--- config.mk ---
export PLATFORM = sky130hd
export DESIGN_NAME = dma_chan_regs
export DESIGN_NICKNAME = d
export VERILOG_FILES = /design/src/rtl/dma_chreg_pkg.sv /design/src/rtl/chan_ctl_word.sv /design/src/rtl/sel_cond.sv /design/src/rtl/cmd_slot_ptr.sv /design/src/rtl/dma_chan_regs.sv
export SDC_FILE = /design/constraint.sdc
export NUM_CORES = 1
export LEC_CHECK = 0
export ABC_AREA = 0
export BUFFER_PORTS_ARGS = -buffer_cell sky130_fd_sc_hd__buf_2
export CAP_MARGIN = 40
export CORE_ASPECT_RATIO = 0.5
export CORE_MARGIN = 3
export CORE_UTILIZATION = 48
export CTS_CLUSTER_DIAMETER = 150
export DETAILED_ROUTE_END_ITERATION = 10
export PLACE_DENSITY = 0.76
export SLEW_MARGIN = 30
export SYNTH_ARGS = -nofsm -noshare
export SYNTH_HDL_FRONTEND = slang
export SYNTH_SLANG_ARGS = --single-unit
--- constraint.sdc ---
create_clock -name clk -period 4 [get_ports clk]
set_clock_uncertainty 0.15 [all_clocks]
set_input_delay 0.8 -clock clk [delete_from_list [all_inputs] [get_ports clk]]
set_output_delay 0.8 -clock clk [all_outputs]
set_load 0.1 [all_outputs]
--- src/rtl/dma_chreg_pkg.sv ---
package dma_chreg_pkg;
    localparam int WORD_W = 16;
    localparam int BYTE_W = 8;

    localparam int B_RUN    = 15;
    localparam int B_PAUSE  = 14;
    localparam int B_FLUSH  = 13;
    localparam int B_WAKE   = 12;
    localparam int B_DEAD   = 11;
    localparam int B_ACTIVE = 10;
    localparam int B_BRANCH = 8;

    typedef enum logic [2:0] {
        A_CTL  = 3'd0,
        A_ISEL = 3'd1,
        A_BSEL = 3'd2,
        A_WSEL = 3'd3,
        A_PTR  = 3'd4
    } reg_addr_e;

    typedef struct packed {
        logic [BYTE_W-1:0] mask;
        logic [BYTE_W-1:0] match;
    } sel_t;

    typedef struct packed {
        logic              run;
        logic              pause;
        logic              flush;
        logic              wake;
        logic              dead;
        logic              active;
        logic              brch;
        logic [BYTE_W-1:0] dev;
    } ctl_t;
endpackage

--- src/rtl/chan_ctl_word.sv ---
module chan_ctl_word
    import dma_chreg_pkg::*;
(
    input  logic              clk,
    input  logic              rst_n,
    input  logic              host_we,
    input  logic [WORD_W-1:0] host_mask,
    input  logic [WORD_W-1:0] host_val,
    input  logic              dev_we,
    input  logic [BYTE_W-1:0] dev_mask,
    input  logic [BYTE_W-1:0] dev_val,
    input  logic              seq_active,
    input  logic              seq_dead,
    input  logic              seq_branch_set,
    input  logic              seq_wake_ack,
    input  logic              seq_flush_ack,
    output logic [WORD_W-1:0] word
);
    ctl_t st_d, st_q;

    always_comb begin
        st_d = st_q;
        if (dev_we)
            st_d.dev = (st_q.dev & ~dev_mask) | (dev_val & dev_mask);
        if (host_we)
            st_d.dev = (st_d.dev & ~host_mask[BYTE_W-1:0])
                     | (host_val[BYTE_W-1:0] & host_mask[BYTE_W-1:0]);
        if (seq_wake_ack)  st_d.wake  = 1'b0;
        if (seq_flush_ack) st_d.flush = 1'b0;
        if (host_we) begin
            if (host_mask[B_RUN])   st_d.run   = host_val[B_RUN];
            if (host_mask[B_PAUSE]) st_d.pause = host_val[B_PAUSE];
            if (host_mask[B_FLUSH]) st_d.flush = host_val[B_FLUSH];
            if (host_mask[B_WAKE])  st_d.wake  = host_val[B_WAKE];
            if (host_mask[B_BRANCH] && !host_val[B_BRANCH]) st_d.brch = 1'b0;
        end
        if (seq_branch_set) st_d.brch = 1'b1;
        st_d.active = st_d.run & seq_active;
        st_d.dead   = st_d.run & seq_dead;
    end

    always_ff @(posedge clk or negedge rst_n) begin
        if (!rst_n) st_q <= '0;
        else        st_q <= st_d;
    end

    always_comb begin
        word           = '0;
        word[B_RUN]    = st_q.run;
        word[B_PAUSE]  = st_q.pause;
        word[B_FLUSH]  = st_q.flush;
        word[B_WAKE]   = st_q.wake;
        word[B_DEAD]   = st_q.dead;
        word[B_ACTIVE] = st_q.active;
        word[B_BRANCH] = st_q.brch;
        word[BYTE_W-1:0] = st_q.dev;
    end

    // with run low, active and dead must read low
    p_idle_clears_r3: assert property (@(posedge clk) disable iff (!rst_n)
        !st_q.run |-> (!st_q.active && !st_q.dead));

    // acknowledge without a host re-set drops wake
    p_wake_ack_r4: assert property (@(posedge clk) disable iff (!rst_n)
        (seq_wake_ack && !(host_we && host_mask[B_WAKE] && host_val[B_WAKE]))
        |=> !st_q.wake);

    // a branch event is always recorded
    p_branch_set_r5: assert property (@(posedge clk) disable iff (!rst_n)
        seq_branch_set |=> st_q.brch);

    // device writes alone leave the software run controls untouched
    p_dev_low_only_r6: assert property (@(posedge clk) disable iff (!rst_n)
        (dev_we && !host_we) |=> ($stable(st_q.run) && $stable(st_q.pause)));
endmodule

--- src/rtl/sel_cond.sv ---
module sel_cond
    import dma_chreg_pkg::*;
(
    input  logic              clk,
    input  logic              rst_n,
    input  logic              we,
    input  logic [WORD_W-1:0] wdata,
    input  logic [BYTE_W-1:0] dev_byte,
    output logic [WORD_W-1:0] rd,
    output logic              cond
);
    sel_t sel_d, sel_q;

    always_comb begin
        sel_d = sel_q;
        if (we) sel_d = sel_t'(wdata);
    end

    always_ff @(posedge clk or negedge rst_n) begin
        if (!rst_n) sel_q <= '0;
        else        sel_q <= sel_d;
    end

    assign rd   = sel_q;
    assign cond = ((dev_byte & sel_q.mask) == sel_q.match);

    // selector contents hold without a write
    p_sel_hold_r7: assert property (@(posedge clk) disable iff (!rst_n)
        !we |=> $stable(sel_q));
endmodule

--- src/rtl/cmd_slot_ptr.sv ---
module cmd_slot_ptr #(
    parameter int SLOT_W = 8
) (
    input  logic              clk,
    input  logic              rst_n,
    input  logic              host_we,
    input  logic [SLOT_W-1:0] host_val,
    input  logic              running,
    input  logic              seq_load,
    input  logic [SLOT_W-1:0] seq_val,
    output logic [SLOT_W-1:0] ptr
);
    logic [SLOT_W-1:0] ptr_d, ptr_q;

    always_comb begin
        ptr_d = ptr_q;
        if (seq_load)                 ptr_d = seq_val;
        else if (host_we && !running) ptr_d = host_val;
    end

    always_ff @(posedge clk or negedge rst_n) begin
        if (!rst_n) ptr_q <= '0;
        else        ptr_q <= ptr_d;
    end

    assign ptr = ptr_q;

    // host writes cannot move the pointer of a running channel
    p_ptr_locked_r9: assert property (@(posedge clk) disable iff (!rst_n)
        (running && !seq_load) |=> $stable(ptr_q));
endmodule

--- src/rtl/dma_chan_regs.sv ---
module dma_chan_regs
    import dma_chreg_pkg::*;
#(
    parameter int SLOT_W = 8
) (
    input  logic              clk,
    input  logic              rst_n,
    input  logic              host_we,
    input  logic [2:0]        host_addr,
    input  logic [31:0]       host_wdata,
    input  logic [2:0]        host_raddr,
    output logic [31:0]       host_rdata,
    input  logic              dev_we,
    input  logic [7:0]        dev_mask,
    input  logic [7:0]        dev_val,
    input  logic              seq_active,
    input  logic              seq_dead,
    input  logic              seq_branch_set,
    input  logic              seq_wake_ack,
    input  logic              seq_flush_ack,
    input  logic              seq_ptr_load,
    input  logic [SLOT_W-1:0] seq_ptr_val,
    output logic [15:0]       status,
    output logic [SLOT_W-1:0] cmd_ptr,
    output logic              int_cond,
    output logic              br_cond,
    output logic              wait_cond
);
    localparam int NSEL = 3;

    logic [WORD_W-1:0] word;
    logic [WORD_W-1:0] sel_rd [NSEL];
    logic [NSEL-1:0]   conds;

    chan_ctl_word u_ctl (
        .clk            (clk),
        .rst_n          (rst_n),
        .host_we        (host_we && host_addr == A_CTL),
        .host_mask      (host_wdata[31:16]),
        .host_val       (host_wdata[15:0]),
        .dev_we         (dev_we),
        .dev_mask       (dev_mask),
        .dev_val        (dev_val),
        .seq_active     (seq_active),
        .seq_dead       (seq_dead),
        .seq_branch_set (seq_branch_set),
        .seq_wake_ack   (seq_wake_ack),
        .seq_flush_ack  (seq_flush_ack),
        .word           (word)
    );

    for (genvar i = 0; i < NSEL; i++) begin : g_sel
        sel_cond u_sel (
            .clk      (clk),
            .rst_n    (rst_n),
            .we       (host_we && host_addr == 3'(i + 1)),
            .wdata    (host_wdata[WORD_W-1:0]),
            .dev_byte (word[BYTE_W-1:0]),
            .rd       (sel_rd[i]),
            .cond     (conds[i])
        );
    end

    cmd_slot_ptr #(.SLOT_W(SLOT_W)) u_ptr (
        .clk      (clk),
        .rst_n    (rst_n),
        .host_we  (host_we && host_addr == A_PTR),
        .host_val (host_wdata[SLOT_W-1:0]),
        .running  (word[B_RUN]),
        .seq_load (seq_ptr_load),
        .seq_val  (seq_ptr_val),
        .ptr      (cmd_ptr)
    );

    assign status    = word;
    assign int_cond  = conds[0];
    assign br_cond   = conds[1];
    assign wait_cond = conds[2];

    always_comb begin
        host_rdata = '0;
        case (host_raddr)
            A_CTL:  host_rdata[WORD_W-1:0] = word;
            A_ISEL: host_rdata[WORD_W-1:0] = sel_rd[0];
            A_BSEL: host_rdata[WORD_W-1:0] = sel_rd[1];
            A_WSEL: host_rdata[WORD_W-1:0] = sel_rd[2];
            A_PTR:  host_rdata[SLOT_W-1:0] = cmd_ptr;
            default: host_rdata = '0;
        endcase
    end

    // the unused bit 9 never reads as 1
    p_bit9_zero_r10: assert property (@(posedge clk) disable iff (!rst_n)
        !status[9]);
endmodule

# [After elaboration in Yosys (flattened, before gate mapping)]
# Index checks and enable logic that the tools add are counted.
[totals] ff_bits=71 inputBits=72 output_inout_bits=59 word_cells=71
[op_classes] n_eq_ne=11 muxes=16 bitwise_logic=13 reduce_logical=16
[op_table] cell="bitwise AND 8 bit" n=7
[op_table] cell="case mux 8 bit (5 select lines)" n=1
[op_table] cell="2-to-1 mux 8 bit" n=4
[op_table] cell="case mux 8 bit (4 select lines)" n=1
[op_table] cell="== test 8 bit" n=3
[op_table] cell="NOT 8 bit" n=2
[op_table] cell="OR 8 bit" n=2
[op_table] cell="== test 3 x 2 -> 1 bit (second input constant)" n=4
[op_table] cell="2-to-1 mux 1 bit" n=9
[op_table] cell="logical AND 1 bit" n=7
[op_table] cell="== test 3 x 1 -> 1 bit (second input constant)" n=2
[op_table] cell="== test 3 bit (second input constant)" n=2
[op_table] cell="logical NOT 3 bit" n=2
[op_table] cell="nonzero test 2 bit" n=3
[op_table] cell="2-to-1 mux 4 bit" n=1
[op_table] cell="AND reduction 2 bit" n=2
[op_table] cell="bitwise AND 1 bit" n=2
[op_table] cell="logical NOT 1 bit" n=2

# [Longest topological paths before layout]
# Gate-level depths: netlist (run 1).
[logic_depth] ltp_word=7 ltp_mapped=5 ltp_nobuf=3

# [Modules after synthesis]
# A second synthesis (run 1) with hierarchy kept.
[unflattened] hier_cells=369 hier_area_um2=4526.8
[by_module_without_submodules] mod="sel_cond" instances=3 cells_per_inst=55 area_per_inst_um2=802.0 seq_area_each_um2=400.4
[by_module_without_submodules] mod="chan_ctl_word" instances=1 cells_per_inst=76 area_per_inst_um2=805.8 seq_area_each_um2=375.4
[by_module_without_submodules] mod="dma_chan_regs" instances=1 cells_per_inst=85 area_per_inst_um2=782.0 seq_area_each_um2=0.0
[by_module_without_submodules] mod="cmd_slot_ptr" instances=1 cells_per_inst=43 area_per_inst_um2=533.0 seq_area_each_um2=200.2

# [Worst setup path before layout (run 1)]
# No wires, ideal clock.
[synth_timing] path_type="flip-flop to output port" startpoint="reg u_ctl.st_q (netlist bit u_ctl.word[6])" endpoint="out host_rdata[6]" arrival_ns=3.497 t_required_ns=3.050 setup_slack_ns=-0.447 path_stages_with_launch=4 n_path_buf=0 cell_sequence="dfrtp_1 > mux4_2 > inv_1 > o21ai_0"
[synth_via] elab_chain_cells=1
[synth_lines] item="start, declared" line="chan_ctl_word.sv:19" rtl="ctl_t st_d, st_q;"
[synth_lines] item="start signal, assigned" line="chan_ctl_word.sv:44" rtl="else st_q <= st_d;"
[synth_lines] item="case mux 8 bit (5 select lines)" line="dma_chan_regs.sv:82" rtl="case (host_raddr)"
[synth_lines] item="end, declared" line="dma_chan_regs.sv:12" rtl="output logic [31:0] host_rdata,"
# Every way passes these cells.

# [Worst setup path in the final report (run 1)]
[layout_timing] startpoint="in host_raddr[2]" endpoint="out host_rdata[7]"
[layout_via] elab_chain_cells=2 elab_cells_between_ends=6 classes_between="eq/ne (4); mux (1); reduce/logical (1)"
[layout_lines] item="start, declared" line="dma_chan_regs.sv:11" rtl="input logic [2:0] host_raddr,"
[layout_lines] item="== test 3 bit (tied with other cells)" line="dma_chan_regs.sv:82"
[layout_lines] item="case mux 8 bit (5 select lines) *" line="dma_chan_regs.sv:82"
# Every way passes the cells marked *; elsewhere a longest branch is shown, timed or not.

==> reports/qor.txt, run 1 <==
slew margin rel.: 49.6%
final setup vio count: 0
power share of the combinational group: 35.3%
via/cell ratio: 5.81
total gr overflow: 0
Post-Syn Instances: 383
routing usage on met2: 37.1%
initial antenna violation count: 1
total CTS buffers: 9
RSZ-0062 raised after global routing: no
PortBufs: 110
status: finished, final reports clean
sequential power share: 37.1%
Post-synth EDFFs: 0
DRC viols: 0
total power per unit cell area: 545 nW/um^2
Final period util: 83.9%
pin count of the biggest net entering global routing: 48
CP Data Arrival Time: 2.40 ns
CTS Hold Bufs: 0
H-Tree Depth: 3
initial DRC count: 355
Max Freq: 298 MHz
std cell rows: 23
Critical R2R Launch: u_ctl.word[15]
grt met1 use: 35.9%
FFs w/ async S/R, synth: 100%
Final min period: 3.35 ns
worst-skew pair later-pin latency: 0.33 ns
Setup TNS Final: 0 ns
grt met3 use: 6.52%
area taken by multi-input logic gates: 2130 um^2
final max-slew violation count: 0
TritonCTS Sinks: 71
first-pass GRT wire length: 18,400 um
# diodes: 0
Sw Pwr: 1.12 mW
Area Growth Syn to Fin: 21.2%
switching share of total power: 41.3%
DR pass1 iterations: 4
yosys warns: 0
DP HPWL: 8380 um
Tot Pwr: 2.72 mW
die width: 137 um
Fillers: 708
layout cells sized above 1: 40.8%
Initial Util: 50.3%
critical path startpoint: host_raddr[2]
WL per Instance: 19.0 um
Critical Path Source Type: input pin
# Post-CTS Setup Buffers: 0
flop-to-flop setup slack: 2.50 ns
count of final hold-check violations: 0
GP Congestion: 0.873
nets: 560
Root Buffer: clkbuf_16
Antenna Nets Post-Route: 0
die area: 9780 um^2
clk slew on worst S/H paths: 0.06 ns
Post-Synthesis Cell Area: 4110 um^2
worst hold path class: input pin to asynchronous set/reset pin
Max IR drop VDD: 262 uV
Int Power: 1.59 mW
Critical Path End: host_rdata[7]
I/O pins: 131
critical path class: input pin to output port
commonest non-fill, non-tap cell in the layout: buf_2
WL final: 11,500 um
post-CTS sizing: 0
Clock power frac: 27.6%
CTS tree: done
number of synthesized register bits: 71
vias: 3,514
Worst-Margin Slew: 0.753 ns
Top FF cell, synth: dfrtp_1
Core Box Area: 8170 um^2
Worst Setup End Kind: output port
CP max FO: 8
R2R Path End: u_ptr.ptr[0]
Die H: 71.4 um
number of library cell types mapped by synthesis: 39
GRT busiest layer: met2
register area: 1780 um^2
synthesized area per cell: 10.7 um^2
R2R depth: 3
proportion of synthesized chip area in sequential cells: 43.2%
leakage: 2.39 nW
Max-Cap Viols: 0
Clock Path Buffers: 2
number of global-route vias before repair: 3,326
most frequent cells in the layout: buf_2 (110), dfrtp_1 (71), mux2_2 (50), a21oi_1 (23), nand2_1 (21)
Worst EP required: 3.05 ns
gr usage total: 24.7%
==> final cells by class <==
class,instances,area share [%]
tap,112,2.81
clock buffer,13,5.22
timing repair buffer,119,12.4
inverter,10,0.753
clock inverter,3,0.352
sequential,71,35.7
multi-input combinational,277,42.8
==> cells in the mapped netlist (2+ instances only) <==
master	count	area, um^2
buf_2	8	40.0
a211oi_1	6	45.0
a31o_2	2	17.5
and4b_1	3	30.0
mux4_2	8	180
clkbuf_1	11	41.3
o22a_1	3	26.3
a21o_1	7	52.6
nand4_1	2	12.5
nor4b_4	2	47.6
nand2_1	21	78.8
inv_1	9	33.8
and3b_1	6	52.6
dfrtp_1	71	1780
nor2b_1	17	106
a21boi_0	6	45.0
nand2b_1	2	12.5
and3_1	20	125
a31oi_1	16	100
a22oi_1	14	105
o21ai_0	19	95.1
mux2_2	50	563
nand3_1	7	35.0
a221oi_1	8	70.1
a21oi_1	23	115
o22ai_1	10	62.6
buf_4	19	143
nand3b_1	2	15.0
==> cell families (layout without fill, tap and decap cells) <==
| logic type | after synthesis | in the layout | share of synthesized area [%] |
|---|---|---|---|
| other | 1 | 17 | 0.0912 |
| AND/OR/NAND/NOR | 88 | 88 | 13.9 |
| AO/OA/AOI/OAI | 114 | 114 | 17.9 |
| multiplexers | 58 | 58 | 18.1 |
| buffers and inverters | 51 | 145 | 6.85 |
| flip-flops | 71 | 71 | 43.2 |
==> critical path, cell delays in order <==
cell,delay [ns]
buf_2,0.21
nor2b_1,0.51
a22oi_1,0.17
o22ai_1,0.23
buf_2,0.47
==> sequential cells by signal (all words and copies together), names as in the netlist <==
name	count
g_sel.u_sel.rd	48
u_ptr.ptr	8
u_ctl.word	15
==> how the worst min path moves through the flow <==
stage               cells after the start            startpoint  slack, ns                    to
floorplan                               2  g_sel[2].u_sel.rd[3]       0.32  g_sel[2].u_sel.rd[3]
global placement                        1         u_ctl.word[8]       0.34         u_ctl.word[8]
detailed placement                      1         u_ctl.word[8]       0.35         u_ctl.word[8]
CTS                                     1                 rst_n       0.32         u_ctl.word[6]
global route                            1                 rst_n       0.35         u_ctl.word[6]
finish                                  1                 rst_n       0.31         u_ctl.word[6]
==> per-layer routing <==
metal	vias to the layer above	routed length (um)
li1	1626	-
met1	1720	5100
met2	155	5120
met3	13	1120
met4	0	127
met5	-	0
==> per-stage QoR <==
stage,util [%],hold WS (ns),setup slack (ns),cells,instance area (um^2)
2_1_floorplan,-,0.324,-0.0108,399,4190
3_3_place_gp,57.6,0.344,0.668,589,4700
3_5_place_dp,57.6,0.347,0.680,589,4700
4_1_cts,61.0,0.321,0.674,605,4980
5_1_grt,61.0,0.345,0.582,605,4980
6_report,61.0,0.309,0.645,605,4980
==> power groups by stage <==
stage / sequential [mW] / combinational, mW / clock, mW
floorplan: 1.14 / 0.618 / 0
global placement: 1.01 / 0.944 / 0
detailed placement: 1.01 / 0.958 / 0
CTS: 1.00 / 0.962 / 0.757
global route: 1.03 / 1.01 / 0.798
finish: 1.01 / 0.959 / 0.749
No activity file was read; power rests on OpenSTA's default activity.
==> run 2, diff against run 1 <==
- ABC_AREA: 0 -> 1
- PLACE_DENSITY: 0.76 -> 0.78
- clock period: 4 -> 2.9 ns (I/O delays scaled with it)
==> run 2 against run 1 <==
  * Synthesized cell count grew 60%
  * Cell count rose by 38%
  * Sequential share of layout area down 3.5 points
  * Synthesized area increased by 11%
  * Critical path type unchanged
  * Clock-buffer cell count up 1
  * Largest cell class unchanged
  * Highest routed layer unchanged
  * Register-to-register slack got worse by 0.88 ns
  * Final area increased by 11%
  * Largest power group is now combinational cells
  * Clock power increased by 32%
  * Global-route usage fell by 1.9 points
  * Non-clock buffer count down 5
  * Worst hold slack worse by 0.18 ns
==> reports/qor.txt, run 2 <==
DRC viols: 0
FFs w/ async S/R, synth: 100%
Setup TNS Final: 0 ns
Max stage delay cell, worst path: inv_1
TritonCTS Sinks: 71
pin count of the biggest net entering global routing: 33
dominant cells by area after synthesis: dfrtp_1 (39%), nand2_1 (19%), o21ai_2 (9.2%)
total gr overflow: 0
initial DRC count: 415
PortBufs: 110
register area: 1780 um^2
CP Data Arrival Time: 1.90 ns
die width: 144 um
H-Tree Depth: 3
dominant cell type by area after synthesis: dfrtp_1
CTS Hold Bufs: 0
critical path class: input pin to output port
I/O pins: 131
Max-Cap Viols: 0
top cell type's share of synthesized area: 38.8%
synthesized area per cell: 7.46 um^2
count of final hold-check violations: 0
Post-Syn Instances: 614
Max IR drop VDD: 333 uV
layout cells sized above 1: 29.1%
routing usage on met2: 37.2%
final setup vio count: 0
Fillers: 795
CTS tree: done
CP Cell Sequence: buf_2, nor2_4, nand2_1, inv_1, nand2_1, nand4_1, buf_12
number of library cell types mapped by synthesis: 27
Worst Setup End Kind: output port
final max-slew violation count: 0
RSZ-0062 raised after global routing: no
Core Box Area: 8980 um^2
most frequent cells in the layout: nand2_1 (237), buf_2 (96), dfrtp_1 (71), nand3_1 (56), inv_1 (52)
Clock Path Buffers: 2
die area: 10,800 um^2
yosys warns: 0
total power per unit cell area: 687 nW/um^2
number of global-route vias before repair: 3,865
initial antenna violation count: 0
area taken by multi-input logic gates: 2300 um^2
vias: 4,303
top cells by count, synth: nand2_1 (237), dfrtp_1 (71), nand3_1 (56)
Post-synth EDFFs: 0
WL per Instance: 14.6 um
CP max FO: 11
number of synthesized register bits: 71
top-count cell post-synth: nand2_1
Die H: 75.1 um
Initial Util: 51.0%
GP Congestion: 0.881
WL final: 12,100 um
# diodes: 0
Area Growth Syn to Fin: 20.6%
Critical path buffers and inverters: 3
first-pass GRT wire length: 19,000 um
Root Buffer: clkbuf_16
grt met1 use: 30.2%
GRT busiest layer: met2
Final min period: 2.63 ns
DP HPWL: 8970 um
grt met3 use: 6.79%
status: finished, final reports clean
cell area after layout: 5520 um^2
Critical Path Source Type: input pin
Antenna Nets Post-Route: 0
Worst EP required: 2.17 ns
most used cell, CP: nand2_1
total CTS buffers: 9
via/cell ratio: 5.17
Worst-Margin Slew: 0.687 ns
worst hold path class: input pin to asynchronous set/reset pin
post-CTS sizing: 0
Largest register FFs: 48
DR pass1 iterations: 6
gr usage total: 22.8%
CP max stage delay: 0.28 ns
Max Freq: 381 MHz
worst-skew pair later-pin latency: 0.33 ns
# Post-CTS Setup Buffers: 0
Top FF cell, synth: dfrtp_1
placed inst area: 5260 um^2
proportion of synthesized chip area in sequential cells: 38.8%
cell family with most CP delay: simple AND/OR/NAND/NOR gates
commonest non-fill, non-tap cell in the layout: nand2_1
clk slew on worst S/H paths: 0.05 ns
nets: 784
std cell rows: 24
Post-Synthesis Cell Area: 4580 um^2
leakage: 2.92 nW
slew margin rel.: 54.2%
Final period util: 90.5%
## run 2: changes by cell type after synthesis, sizes merged, moves of 16 or more
cell	previous run	this run
o21ai	19	84
a31oi	16	0
and3	20	0
inv	10	59
a21oi	23	0
mux2	50	0
nor2	1	31
nand2	21	252
nor2b	17	0
nand3	7	60
## run 2: layout make-up
cell class / count / area share [%]
inverters: 60 / 4.31
well taps: 117 / 2.65
repair buffers: 114 / 14.5
clock inverters: 1 / 0.0906
clock buffers: 14 / 4.60
flip-flops and latches: 71 / 32.2
multi-input cells: 456 / 41.6
## run 2: path summary, 6_finish.rpt
path	from	endpoint	slack, ns	cells past startpoint
min	rst_n	u_ctl.word[1]	0.13	1
max in group asynchronous	rst_n	u_ctl.word[8]	1.80	2
min in group clk	seq_branch_set	u_ctl.word[8]	0.28	3
max reg2reg	u_ctl.word[15]	u_ptr.ptr[2]	1.62	5
min reg2reg	g_sel[0].u_sel.rd[2]	g_sel[0].u_sel.rd[2]	0.36	2
max	host_raddr[1]	host_rdata[10]	0.27	7
## run 2: logic make-up after synthesis
| group | Yosys count | synth area share [%] |
|---|---|---|
| buf+inv | 103 | 12.8 |
| other cells | 1 | 0.0819 |
| compound gates | 86 | 13.4 |
| flops | 71 | 38.8 |
| simple gates | 353 | 34.9 |
## run 2: stage by stage
stage	power, mW	std cells	utilization, %	worst slack, ns	hold WS [ns]
2_1_floorplan	2.47	630	-	0.110	0.134
3_3_place_gp	2.78	818	58.6	0.348	0.338
3_5_place_dp	2.81	818	58.6	0.307	0.341
4_1_cts	3.81	833	61.5	0.301	0.143
5_1_grt	3.99	833	61.5	0.178	0.166
6_report	3.79	833	61.5	0.275	0.132
## run 2: report_power, final
group / internal (mW) / leakage [nW] / switching [mW] / total, mW
registers: 1.16 / 0.891 / 0.200 / 1.36
clock network: 0.597 / 0.127 / 0.395 / 0.992
logic: 0.383 / 1.90 / 1.06 / 1.45
total: 2.14 / 2.92 / 1.66 / 3.79
## run 2: routing by layer
layer / wire (um) / share of wire (%) / up-vias
met5: 0 / 0 / -
met4: 221 / 1.8 / 0
met3: 881 / 7.3 / 30
met2: 5820 / 48 / 159
met1: 5230 / 43 / 2004
li1: - / - / 2110
==> run 3, diff against run 2 <==
- ABC_AREA: 1 -> unset
- CORE_UTILIZATION: 48 -> 47
==> run 3 against run 2 <==
  * Non-clock buffer count is 12 higher
  * Routed wire length shrank 5.0%
  * Maximum frequency is 8.3% lower
  * Critical path depth decreased by 3
  * Setup slack lost 0.24 ns
  * Via count is 15% lower
  * Final area down 1.9%
  * Worst hold slack better by 0.14 ns
  * Combinational power up 3%
  * Sequential share of layout area grew 0.61 points
  * Register-to-register slack worse by 0.49 ns
  * Largest cell class unchanged
==> reports/qor.txt, run 3 (synthesized netlist as in run 1, its figures left out) <==
I/O pins: 131
Fillers: 639
first-pass GRT wire length: 18,500 um
worst setup margin: 0.0375 ns
final max-slew violation count: 0
R2R depth: 4
Critical Path Source Type: flip-flop
worst hold path class: input pin to flip-flop
vias: 3,638
placed inst area: 5110 um^2
commonest non-fill, non-tap cell in the layout: buf_2
Worst-Margin Slew: 0.603 ns
Max IR drop VDD: 331 uV
nets: 567
cell area after layout: 5420 um^2
clk slew on worst S/H paths: 0.05 ns
Max Freq: 349 MHz
GP Congestion: 0.849
Final period util: 98.7%
WL per Instance: 18.9 um
Worst EP required: 2.17 ns
leakage: 2.50 nW
Worst Setup End Kind: output port
final setup vio count: 0
Util after Layout: 65.6%
CP max FO: 9
Worst Hold Path Cells: 2
initial antenna violation count: 0
die width: 138 um
pin count of the biggest net entering global routing: 32
initial DRC count: 295
PortBufs: 110
H-Tree Depth: 3
Clock Path Buffers: 2
most frequent cells in the layout: buf_2 (93), dfrtp_1 (71), mux2_2 (50), a21oi_1 (22), nand2_1 (21)
status: finished, final reports clean
Max-Cap Viols: 0
# diodes: 0
Area Growth Syn to Fin: 31.8%
Setup WS pre-CTS: 0.115 ns
RSZ-0062 raised after global routing: no
worst-skew pair later-pin latency: 0.34 ns
std cell rows: 23
Final min period: 2.86 ns
Initial Util: 49.8%
Antenna Nets Post-Route: 0
die area: 9970 um^2
Core Box Area: 8260 um^2
DR pass1 iterations: 5
Die H: 72.1 um
critical path class: flip-flop to output port
Cell Count, Final, Fillers Out: 611
CTS tree: done
count of final hold-check violations: 0
via/cell ratio: 5.95
gr usage total: 24.0%
post-placement cell count: 594
DRC viols: 0
total power per unit cell area: 724 nW/um^2
total gr overflow: 0
DP HPWL: 8410 um
layout cells sized above 1: 44.3%
total CTS buffers: 9
slew margin rel.: 59.3%
TritonCTS Sinks: 71
Largest register FFs: 48
WL final: 11,500 um
# Post-CTS Setup Buffers: 0
Root Buffer: clkbuf_16
CP Data Arrival Time: 2.13 ns
number of global-route vias before repair: 3,481
==> run 3: cell count changes in the layout (fill, tap and decap cells not counted), sizes merged, moves of 14 or more <==
cell	previous run	this run
inv	59	10
nand2	252	21
mux2	0	50
a22oi	0	14
a31oi	0	16
and3	0	20
nor2	31	1
nand3	60	7
a21oi	0	23
nor2b	0	17
o21ai	84	19
==> run 3: layout make-up <==
type	instances	area [um^2]	share of cell area [%]
multi-input combinational	277	2250	41.4
sequential	71	1780	32.8
timing repair buffer	126	941	17.4
clock buffer	15	278	5.13
tap	112	140	2.59
inverter	10	37.5	0.693
==> run 3: path summary, 6_finish.rpt <==
path	slack [ns]	to	from
max	0.04	wait_cond	u_ctl.word[7]
min	0.27	u_ctl.word[8]	seq_branch_set
max reg2reg	1.13	u_ptr.ptr[4]	u_ctl.word[15]
min reg2reg	0.37	u_ctl.word[8]	u_ctl.word[8]
max in group asynchronous	1.54	u_ptr.ptr[3]	rst_n
min in group asynchronous	0.45	u_ctl.word[1]	rst_n
==> run 3: critical path: stages, from the launching register on <==
cell      delay (ns)
dfrtp_1         0.49
a21o_1          0.22
a211oi_1        0.37
and4b_2         0.28
buf_2           0.42
==> run 3: stage by stage <==
| stage | power (mW) | TNS (ns) | hold WS (ns) |
|---|---|---|---|
| detailed placement | 2.88 | 0 | 0.361 |
| floorplan | 2.47 | -0.217 | 0.134 |
| CTS | 3.93 | 0 | 0.172 |
| global placement | 2.85 | 0 | 0.352 |
| finish | 3.92 | 0 | 0.272 |
| global route | 4.09 | 0 | 0.278 |
==> run 3: routing by layer <==
metal	share of wire [%]	track usage, %	vias to the layer above	wire length [um]
li1	-	-	1643	-
met1	43	32.4	1850	4990
met2	48	39.1	129	5570
met3	7.1	5.86	16	815
met4	1.4	7.23	0	159
met5	0	0	-	0
==> run 3: repair_timing <==
item,CTS,global route
endpoints found under the hold margin,0,2
hold buffers,0,1
resized for setup,0,1
endpoints found under the setup margin,0,1
==> run 3: report_power, final <==
group	switching (mW)	leakage, nW	internal (mW)
clock	0.392	0.136	0.645
combinational	0.973	1.51	0.527
sequential	0.209	0.855	1.18
total	1.57	2.50	2.35
